`src/rtl/uop_pkg.sv`:
```
package uop_pkg;

    localparam int unsigned MAX_UOPS = 4;

    typedef enum logic [2:0] {
        CLS_ALU  = 3'd0,
        CLS_CMP  = 3'd1,
        CLS_BR   = 3'd2,
        CLS_CALL = 3'd3,
        CLS_RET  = 3'd4,
        CLS_PUSH = 3'd5,
        CLS_RSV6 = 3'd6,
        CLS_RSV7 = 3'd7
    } instr_cls_e;

    typedef enum logic [3:0] {
        UK_NOP   = 4'd0,
        UK_ALU   = 4'd1,
        UK_CMP   = 4'd2,
        UK_BR    = 4'd3,
        UK_LOAD  = 4'd4,
        UK_STORE = 4'd5,
        UK_AGEN  = 4'd6,
        UK_RDPC  = 4'd7,
        UK_SPDEC = 4'd8,
        UK_JMP   = 4'd9,
        UK_JMPR  = 4'd10,
        UK_SPINC = 4'd11
    } uop_kind_e;

    typedef enum logic {
        ST_IDLE = 1'b0,
        ST_EMIT = 1'b1
    } seq_state_e;

endpackage

```
`src/rtl/uop_expand.sv`:
```
module uop_expand
    import uop_pkg::*;
#(
    parameter int unsigned REG_W   = 4,
    parameter int unsigned SP_REG  = 4,
    parameter int unsigned ADR_REG = 14,
    parameter int unsigned TMP_REG = 15,
    parameter int unsigned STEP_W  = $clog2(MAX_UOPS)
) (
    input  instr_cls_e        cls,
    input  logic [REG_W-1:0]  reg_op,
    input  logic [REG_W-1:0]  base,
    input  logic              mem_src,
    input  logic              mem_dst,
    input  logic              scaled,
    input  logic [STEP_W-1:0] step,
    output uop_kind_e         kind,
    output logic [REG_W-1:0]  dst,
    output logic [REG_W-1:0]  src,
    output logic              last
);
    localparam logic [REG_W-1:0] SP  = REG_W'(SP_REG);
    localparam logic [REG_W-1:0] ADR = REG_W'(ADR_REG);
    localparam logic [REG_W-1:0] TMP = REG_W'(TMP_REG);
    localparam logic [REG_W-1:0] R0  = '0;

    uop_kind_e        k_a [MAX_UOPS];
    logic [REG_W-1:0] d_a [MAX_UOPS];
    logic [REG_W-1:0] s_a [MAX_UOPS];
    logic [STEP_W:0]  len;
    logic [REG_W-1:0] addr;

    // Builds the whole sequence for the held instruction; the step picks one entry.
    always_comb begin
        for (int i = 0; i < MAX_UOPS; i++) begin
            k_a[i] = UK_NOP;
            d_a[i] = R0;
            s_a[i] = R0;
        end
        len  = '0;
        addr = (scaled && (mem_src || mem_dst)) ? ADR : base;
        unique case (cls)
            CLS_ALU: begin
                if (mem_src || mem_dst) begin
                    if (scaled) begin
                        k_a[len[STEP_W-1:0]] = UK_AGEN;
                        d_a[len[STEP_W-1:0]] = ADR;
                        s_a[len[STEP_W-1:0]] = base;
                        len = len + 1'b1;
                    end
                    k_a[len[STEP_W-1:0]] = UK_LOAD;
                    d_a[len[STEP_W-1:0]] = TMP;
                    s_a[len[STEP_W-1:0]] = addr;
                    len = len + 1'b1;
                    if (mem_dst) begin
                        k_a[len[STEP_W-1:0]] = UK_ALU;
                        d_a[len[STEP_W-1:0]] = TMP;
                        s_a[len[STEP_W-1:0]] = reg_op;
                        len = len + 1'b1;
                        k_a[len[STEP_W-1:0]] = UK_STORE;
                        d_a[len[STEP_W-1:0]] = addr;
                        s_a[len[STEP_W-1:0]] = TMP;
                        len = len + 1'b1;
                    end else begin
                        k_a[len[STEP_W-1:0]] = UK_ALU;
                        d_a[len[STEP_W-1:0]] = reg_op;
                        s_a[len[STEP_W-1:0]] = TMP;
                        len = len + 1'b1;
                    end
                end else begin
                    k_a[0] = UK_ALU; d_a[0] = reg_op; s_a[0] = reg_op;
                    len = 1;
                end
            end
            CLS_CMP: begin
                k_a[0] = UK_CMP; d_a[0] = reg_op; s_a[0] = reg_op;
                len = 1;
            end
            CLS_BR: begin
                k_a[0] = UK_BR; d_a[0] = reg_op; s_a[0] = reg_op;
                len = 1;
            end
            CLS_CALL: begin
                k_a[0] = UK_RDPC;  d_a[0] = TMP; s_a[0] = R0;
                k_a[1] = UK_STORE; d_a[1] = SP;  s_a[1] = TMP;
                k_a[2] = UK_SPDEC; d_a[2] = SP;  s_a[2] = SP;
                k_a[3] = UK_JMP;   d_a[3] = R0;  s_a[3] = reg_op;
                len = 4;
            end
            CLS_RET: begin
                k_a[0] = UK_SPINC; d_a[0] = SP;  s_a[0] = SP;
                k_a[1] = UK_LOAD;  d_a[1] = TMP; s_a[1] = SP;
                k_a[2] = UK_JMPR;  d_a[2] = R0;  s_a[2] = TMP;
                len = 3;
            end
            CLS_PUSH: begin
                k_a[0] = UK_STORE; d_a[0] = SP; s_a[0] = reg_op;
                k_a[1] = UK_SPDEC; d_a[1] = SP; s_a[1] = SP;
                len = 2;
            end
            CLS_RSV6, CLS_RSV7: begin
                k_a[0] = UK_NOP; d_a[0] = reg_op; s_a[0] = reg_op;
                len = 1;
            end
        endcase
    end

    always_comb begin
        kind = k_a[step];
        dst  = d_a[step];
        src  = s_a[step];
        last = ({1'b0, step} == (len - 1'b1));
    end

endmodule

```
`src/rtl/uop_ctrl.sv`:
```
module uop_ctrl
    import uop_pkg::*;
#(
    parameter int unsigned STEP_W = $clog2(MAX_UOPS)
) (
    input  logic              clk,
    input  logic              rst_n,
    input  logic              in_valid,
    input  logic              out_ready,
    input  logic              seq_last,
    output logic              in_ready,
    output logic              out_valid,
    output logic              load_en,
    output logic [STEP_W-1:0] step
);
    seq_state_e        state, state_nx;
    logic [STEP_W-1:0] step_nx;

    always_ff @(posedge clk) begin
        if (!rst_n) begin
            state <= ST_IDLE;
            step  <= '0;
        end else begin
            state <= state_nx;
            step  <= step_nx;
        end
    end

    always_comb begin
        state_nx  = state;
        step_nx   = step;
        in_ready  = 1'b0;
        out_valid = 1'b0;
        load_en   = 1'b0;
        unique case (state)
            ST_IDLE: begin
                in_ready = 1'b1;
                if (in_valid) begin          // capture
                    load_en  = 1'b1;
                    step_nx  = '0;
                    state_nx = ST_EMIT;
                end
            end
            ST_EMIT: begin
                out_valid = 1'b1;
                if (out_ready) begin
                    if (seq_last) begin
                        in_ready = 1'b1;
                        step_nx  = '0;
                        if (in_valid) begin  // chain
                            load_en = 1'b1;
                        end else begin       // retire
                            state_nx = ST_IDLE;
                        end
                    end else begin           // advance
                        step_nx = step + 1'b1;
                    end
                end                          // stall otherwise
            end
        endcase
    end

    assert_step_hold_R10: assert property (@(posedge clk) disable iff (!rst_n)
        (out_valid && !out_ready) |=> (out_valid && $stable(step)));

    assert_no_midseq_accept_R11: assert property (@(posedge clk) disable iff (!rst_n)
        in_ready |-> (!out_valid || (seq_last && out_ready)));

    assert_advance_R9: assert property (@(posedge clk) disable iff (!rst_n)
        (out_valid && out_ready && !seq_last) |=> (out_valid && step == $past(step) + 1'b1));

endmodule

```
`src/rtl/uop_cracker.sv`:
```
module uop_cracker
    import uop_pkg::*;
#(
    parameter int unsigned REG_W   = 4,
    parameter int unsigned SP_REG  = 4,
    parameter int unsigned ADR_REG = 14,
    parameter int unsigned TMP_REG = 15
) (
    input  logic             clk,
    input  logic             rst_n,
    input  logic             in_valid,
    output logic             in_ready,
    input  logic [2:0]       in_cls,
    input  logic [REG_W-1:0] in_reg,
    input  logic [REG_W-1:0] in_base,
    input  logic             in_mem_src,
    input  logic             in_mem_dst,
    input  logic             in_scaled,
    output logic             out_valid,
    input  logic             out_ready,
    output logic [3:0]       out_kind,
    output logic [REG_W-1:0] out_dst,
    output logic [REG_W-1:0] out_src,
    output logic             out_last
);
    localparam int unsigned STEP_W = $clog2(MAX_UOPS);

    instr_cls_e        h_cls;
    logic [REG_W-1:0]  h_reg, h_base;
    logic              h_msrc, h_mdst, h_scaled;
    logic              load_en;
    logic [STEP_W-1:0] step;
    uop_kind_e         kind;

    always_ff @(posedge clk) begin
        if (!rst_n) begin
            h_cls    <= CLS_ALU;
            h_reg    <= '0;
            h_base   <= '0;
            h_msrc   <= 1'b0;
            h_mdst   <= 1'b0;
            h_scaled <= 1'b0;
        end else if (load_en) begin
            h_cls    <= instr_cls_e'(in_cls);
            h_reg    <= in_reg;
            h_base   <= in_base;
            h_msrc   <= in_mem_src;
            h_mdst   <= in_mem_dst;
            h_scaled <= in_scaled;
        end
    end

    uop_ctrl #(.STEP_W(STEP_W)) u_ctrl (
        .clk       (clk),
        .rst_n     (rst_n),
        .in_valid  (in_valid),
        .out_ready (out_ready),
        .seq_last  (out_last),
        .in_ready  (in_ready),
        .out_valid (out_valid),
        .load_en   (load_en),
        .step      (step)
    );

    uop_expand #(
        .REG_W   (REG_W),
        .SP_REG  (SP_REG),
        .ADR_REG (ADR_REG),
        .TMP_REG (TMP_REG),
        .STEP_W  (STEP_W)
    ) u_expand (
        .cls     (h_cls),
        .reg_op  (h_reg),
        .base    (h_base),
        .mem_src (h_msrc),
        .mem_dst (h_mdst),
        .scaled  (h_scaled),
        .step    (step),
        .kind    (kind),
        .dst     (out_dst),
        .src     (out_src),
        .last    (out_last)
    );

    assign out_kind = kind;

    assert_uop_stable_R10: assert property (@(posedge clk) disable iff (!rst_n)
        (out_valid && !out_ready) |=> ($stable(out_kind) && $stable(out_dst)
                                       && $stable(out_src) && $stable(out_last)));

    assert_retire_idle_R9: assert property (@(posedge clk) disable iff (!rst_n)
        (out_valid && out_ready && out_last && !in_valid) |=> !out_valid);

    assert_call_not_last_R6: assert property (@(posedge clk) disable iff (!rst_n)
        (out_valid && out_kind == UK_RDPC) |-> !out_last);

    assert_ret_head_R7: assert property (@(posedge clk) disable iff (!rst_n)
        (out_valid && out_ready && out_kind == UK_SPINC) |=> (out_valid && out_kind == UK_LOAD));

endmodule

```
`config.mk`:
```
export PLATFORM = sky130hd
export DESIGN_NAME = uop_cracker
export DESIGN_NICKNAME = d
export VERILOG_FILES = /design/src/rtl/uop_pkg.sv /design/src/rtl/uop_expand.sv /design/src/rtl/uop_ctrl.sv /design/src/rtl/uop_cracker.sv
export SDC_FILE = /design/constraint.sdc
export NUM_CORES = 1
export LEC_CHECK = 0
export BUFFER_PORTS_ARGS = -buffer_cell sky130_fd_sc_hd__buf_2
export CAP_MARGIN = 10
export CORE_MARGIN = 10
export CORE_UTILIZATION = 50
export CTS_CLUSTER_SIZE = 28
export DETAILED_ROUTE_END_ITERATION = 10
export GPL_TIMING_DRIVEN = 0
export PLACE_DENSITY = 0.72
export SLEW_MARGIN = 20
export SYNTH_ARGS = -nofsm -noshare
export SYNTH_HDL_FRONTEND = slang
export SYNTH_HIERARCHICAL = 1
export SYNTH_SLANG_ARGS = --single-unit
```
`constraint.sdc`:
```
create_clock -name clk -period 7.2 [get_ports clk]
set_input_delay 0.72 -clock clk [delete_from_list [all_inputs] [get_ports clk]]
set_output_delay 0.72 -clock clk [all_outputs]
set_load 0.05 [all_outputs]
```
* Yosys cells after proc, flatten, opt, wreduce, memory -nomap -nowiden *
Cells that the tools add are included.

cells by class
  reduce and logical (&&, ||, !) cells = 12
  equality and inequality tests = 10
  add/subtract/negate cells = 5
  $lt $le $gt $ge = 7
  bitwise gates (word level) = 18
  multiplexer cells = 71

operator list
  operator               count
  $mux W4                22
  $bwmux W16             4
  $or A16 B16 Y16        4
  $mux W16               3
  $pmux W4 S3            4
  $pmux W4 S4            3
  $mux W12               3
  $pmux W4 S7            1
  $and A12 B12 Y12       2
  $bmux W4 S2            3
  $demux W4 S2           3
  $not A12 Y12           2
  $pmux W4 S2            3
  $mux W3                5
  $pmux W3 S5            1
  $eq A3 B3 Y1 const B   4
  $ge A3 B3 Y1 const B   4
  $not A2 Y3             4
  $add A3 B1 Y3 const B  3
  $lt A3 B1 Y1 const B   3
  $mux W1                9
  $and A8 B8 Y8          1
  $not A8 Y8             1
  $or A4 B4 Y4           2
  18 further kinds       29

word-level totals
  register bits after elaboration = 17
  bits of input ports = 18

* Logic depth before layout (Yosys ltp) *
  word-level depth = 18
  mapped depth = 15
  depth with buffers taken out = 11

* Hierarchy *
The synthesis kept the hierarchy.

modules (own cells, without submodules)
  module       instances  seq. area each (um2)  cells each  area each (um2)
  uop_expand   1          0.0                   190         1182.4
  uop_cracker  1          280.3                 45          543.0
  uop_ctrl     1          60.1                  17          165.2

* Worst setup path after synthesis *
No wires, ideal clock.

  path type = reg2out
  start = register h_mdst
  end = output in_ready
  required time = 6480 ps
  arrival = 3255 ps
  path buffers = 1
  slack = 3225 ps
  cell stages (with the launch flop) = 10
  cells stage by stage = dfxtp_1 -> buf_4 -> inv_1 -> ha_1 -> o21ai_2 -> ha_1 -> xnor2_1 -> nor3_1 -> a21boi_2 -> inv_1

between the ends
  cells in the longest elaborated chain, start to end = 8

ends and longest elaborated chain
  what                                           line                                source
  start: declaration                             uop_cracker.sv:30                   logic h_msrc, h_mdst, h_scaled;
  start signal: assignment                       uop_cracker.sv:48                   h_mdst <= in_mem_dst;
  $mux W3 or $logic_or A1 B1 Y1 (tied branches)  uop_expand.sv:55, uop_expand.sv:44
  $mux W3 *                                      uop_expand.sv:44                    if (mem_src || mem_dst) begin
  $pmux W3 S5 *                                  uop_expand.sv:42                    unique case (cls)
  $sub A3 B1 Y3 *                                uop_expand.sv:112                   last = ({1'b0, step} == (len - 1'b1));
  $eq A2 B3 Y1 *                                 uop_expand.sv:112
  via out_last                                   uop_cracker.sv:24                   output logic out_last
  $mux W1 *                                      uop_ctrl.sv:47                      if (seq_last) begin
  $mux W1 *                                      uop_ctrl.sv:46                      if (out_ready) begin
  $pmux W1 S2 *                                  uop_ctrl.sv:35                      unique case (state)
  end: declaration                               uop_cracker.sv:12                   output logic in_ready,

The timed path passes the listed nets; every way through them passes the cells marked *.

* Worst setup path after layout *
  start = register h_cls[1]
  end = output in_ready

between the ends
  cells in the longest elaborated chain, start to end = 8

ends and longest elaborated chain
  what                                  line               source
  start: declaration                    uop_cracker.sv:28  instr_cls_e h_cls;
  start signal: assignment              uop_cracker.sv:44  h_cls <= instr_cls_e'(in_cls);
  $eq A3 B1 Y1 (tied with other cells)  uop_expand.sv:42
  $reduce_or A4 Y1 (no line)            n/a
  $pmux W3 S5 *                         uop_expand.sv:42
  $sub A3 B1 Y3 *                       uop_expand.sv:112
  $eq A2 B3 Y1 *                        uop_expand.sv:112
  $mux W1 *                             uop_ctrl.sv:47
  $mux W1 *                             uop_ctrl.sv:46
  $pmux W1 S2 *                         uop_ctrl.sv:35

Mark *: on every way between the ends. The rest lies on a longest branch, timed or not.

==> reports/qor.txt <==
Clk pin slew, worst setup/hold paths -> 60 ps
R2R setup slack -> 4090 ps
Row Count -> 22
Critical Path Sink Type -> output pin
Worst Tran Pin Value -> 565 ps
Largest net degree at the start of global routing -> 11
Top cells by area, synth -> dfxtp_1 18%, mux2i_1 7.9%, a21oi_1 6.1%
Router iterations before antenna repair -> 8
ANT cells -> 0
Max Root-Sink Buffers -> 2
Vias per cell -> 6.18
Post-CTS setup buffers -> 0
Routed vias -> 2,078
CTS buffer count -> 3
Launch point of the worst hold path -> u_ctrl/step[1]
CTS root buf -> clkbuf_8
RSZ-0062 raised after global routing -> false
GRT Util Overall -> 17.4%
Clk pwr share -> 16.9%
Die footprint -> 6640 µm²
Die height -> 81.5 µm
I/O pin cnt -> 33
Setup Total Neg Slack -> 0 ps
Final Non-Filler Cells -> 336
Critical path arrival -> 2840 ps
Reg2Reg Launch Point -> h_cls[1]
Global-route wire length before repair -> 9.51 mm
Syn Area/Cell -> 7.50 µm²
Design Power -> 410 µW
Hold worst-path end -> u_ctrl/step[1]
Post-synth top flop -> dfxtp_1
Number of flops mapped to enable cells by yosys -> 0
Area growth syn-to-layout -> 14.0%
R2R depth -> 15
Synthesized flop and latch total -> 17
Worst hold stages -> 2
Cells after DPL -> 332
Netlist cell types -> 62
Synth cell count leaders -> 24 x nor2_1, 23 x a21oi_1, 20 x nand2_1
Crit-path cells -> buf_4 -> nor2_2 -> buf_4 -> nand2_1 -> nor2_1 -> a21oi_1 -> ha_1 -> xnor2_1 -> nor3_1 -> a21boi_2 -> inv_1 -> buf_2
Initial core utilization -> 51.6%
Max FO, Critical Path -> 10
Most frequent cell after synthesis -> nor2_1
Die W -> 81.5 µm
Status -> finished, final reports clean
Combinational Power Share -> 55.8%
DP HPWL -> 4.36 mm
Vias in the first global route -> 1,928
Sequential share of the synthesized area -> 18.0%
Hold crit path type -> reg2reg
Fin. Hold Viols -> 0
DRC viols -> 0
Worst skew pair latency -> 250 ps
Gr ovfl total -> 0
Tmin final -> 3560 ps
Most frequent cell on the critical path -> buf_4
WS Path Type -> reg2out
Max-Cap Viols -> 0
RD Place Congestion -> 0.956
Initial antenna violation count -> 0
H-tree depth -> 1
Power Internal -> 216 µW
Max incr delay on CP -> 380 ps
Drt wl/cell -> 17.1 µm
Syn Nets -> 278
CTS tree -> done
Sw frac -> 47.3%
Finished Core Util -> 58.9%
Worst clock skew -> 3.93 ps
Flop pwr share -> 27.2%
Share of cells above drive strength 1 -> 22.2%
Leak -> 0.000888 µW
Slew headroom -> 62.4%
Data required, critical path -> 6480 ps
Crit path launch type -> flip-flop
Sw Pwr -> 194 µW
Hold-fix buffers at CTS -> 0
Setup violations, final -> 0
Post_cts resized -> 0
Synth warnings -> 6
Hold Slack -> 499 ps
FMAX -> 281 MHz
Post-synth ARST share -> 0%
# port buffers -> 32
Mapped Cells -> 252
Cell taking the most area after synthesis -> dfxtp_1
Core area -> 3660 µm²
Antenna Nets Post-Route -> 0
Mapped Area -> 1890 µm²
Peak supply drop -> 0.000135 V
Final period utilization -> 49.4%
First DRT Iteration DRCs -> 309
Clock sinks -> 17
Final slew viol count -> 0
CP max stage cell -> nor3_1
Pwr Density -> 190 nW/µm²
Nets -> 315
WL final -> 5.74 mm
Post-synth top area share -> 18.0%
Reg2reg end -> h_base[2]
[cell families (layout without fill, tap and decap cells)]
| logic type | Yosys count | after routing | share of synthesized area, % |
|---|---|---|---|
| AOI/OAI and AO/OA | 92 | 92 | 34.0 |
| xor gates and xnor gates | 4 | 4 | 1.85 |
| adders and majority gates | 8 | 8 | 5.29 |
| buffers and inverters | 32 | 68 | 9.73 |
| DFF | 17 | 17 | 18.0 |
| muxes | 15 | 15 | 7.94 |
| and+or+nand+nor | 84 | 84 | 23.2 |
[per-layer routing]
layer / track usage (%) / vias to the layer above / part of all wire (%)
met5: 0 / - / 0
met2: 26.0 / 125 / 44
met4: 8.13 / 0 / 3.6
li1: - / 996 / -
met1: 24.0 / 930 / 44
met3: 2.51 / 27 / 8.5
[cells in the final DEF, fill, tap and decap left out, types with 2 or more instances in the layout]
cell	netlist	layout
nor2_1	24	24
nor2b_1	17	17
o21ai_0	16	16
a211oi_1	6	6
clkbuf_8	0	3
ha_1	8	8
inv_1	7	7
o211ai_1	6	6
nand3b_1	3	3
buf_1	2	2
mux2i_1	15	15
buf_2	5	37
buf_6	3	3
xor2_1	2	2
o31ai_1	3	3
o311ai_1	2	2
a21oi_1	23	23
clkbuf_1	6	7
a31oi_1	3	3
inv_2	3	3
xnor2_1	2	2
dfxtp_1	17	17
o21bai_1	2	2
o21ai_1	3	3
a21boi_1	2	2
nor3_1	6	6
o21a_1	2	2
o22ai_1	2	2
nand2_1	20	20
o41ai_1	3	3
o311a_1	2	2
buf_4	5	5
or2_2	2	2
[worst max-delay path: cells and delay by family, from the launching register on]
family          cells  cell delay [ps]
compound gates      2              280
xor+xnor            1              120
fa+ha+maj           1              300
buf+inv             4              690
flops               1              310
simple gates        4              860
[power groups by stage]
stage	Clock, µW	Combinational (µW)	Sequential [µW]
4_1_cts	71.5	228	111
2_1_floorplan	0	177	112
6_report	69.5	229	112
3_5_place_dp	0	227	113
5_1_grt	76.6	247	113
3_3_place_gp	0	226	113
[per-stage QoR]
stage	setup WS, ps	cell area, µm²
after floorplan	3220	1890
after global placement	3930	2110
after detailed placement	3930	2110
after CTS	3640	2160
after global routing	3390	2160
final	3640	2160
[area by class of cell]
cell class	count	area, µm²
fillers	358	1510
clock buffers	4	45.0
multi-input cells	203	1370
well taps	48	60.1
flip-flops and latches	17	340
repair buffers	32	160
plain buffers	22	146
inverters	10	37.5
[worst max path at each step]
stage,start,end,depth (start not counted)
floorplan,h_mdst,in_ready,9
global placement,h_cls[1],in_ready,12
detailed placement,h_mdst,in_ready,10
CTS,h_mdst,in_ready,10
global route,h_cls[1],in_ready,12
finish,h_cls[1],in_ready,12
Power figures use the tool's default switching activity.
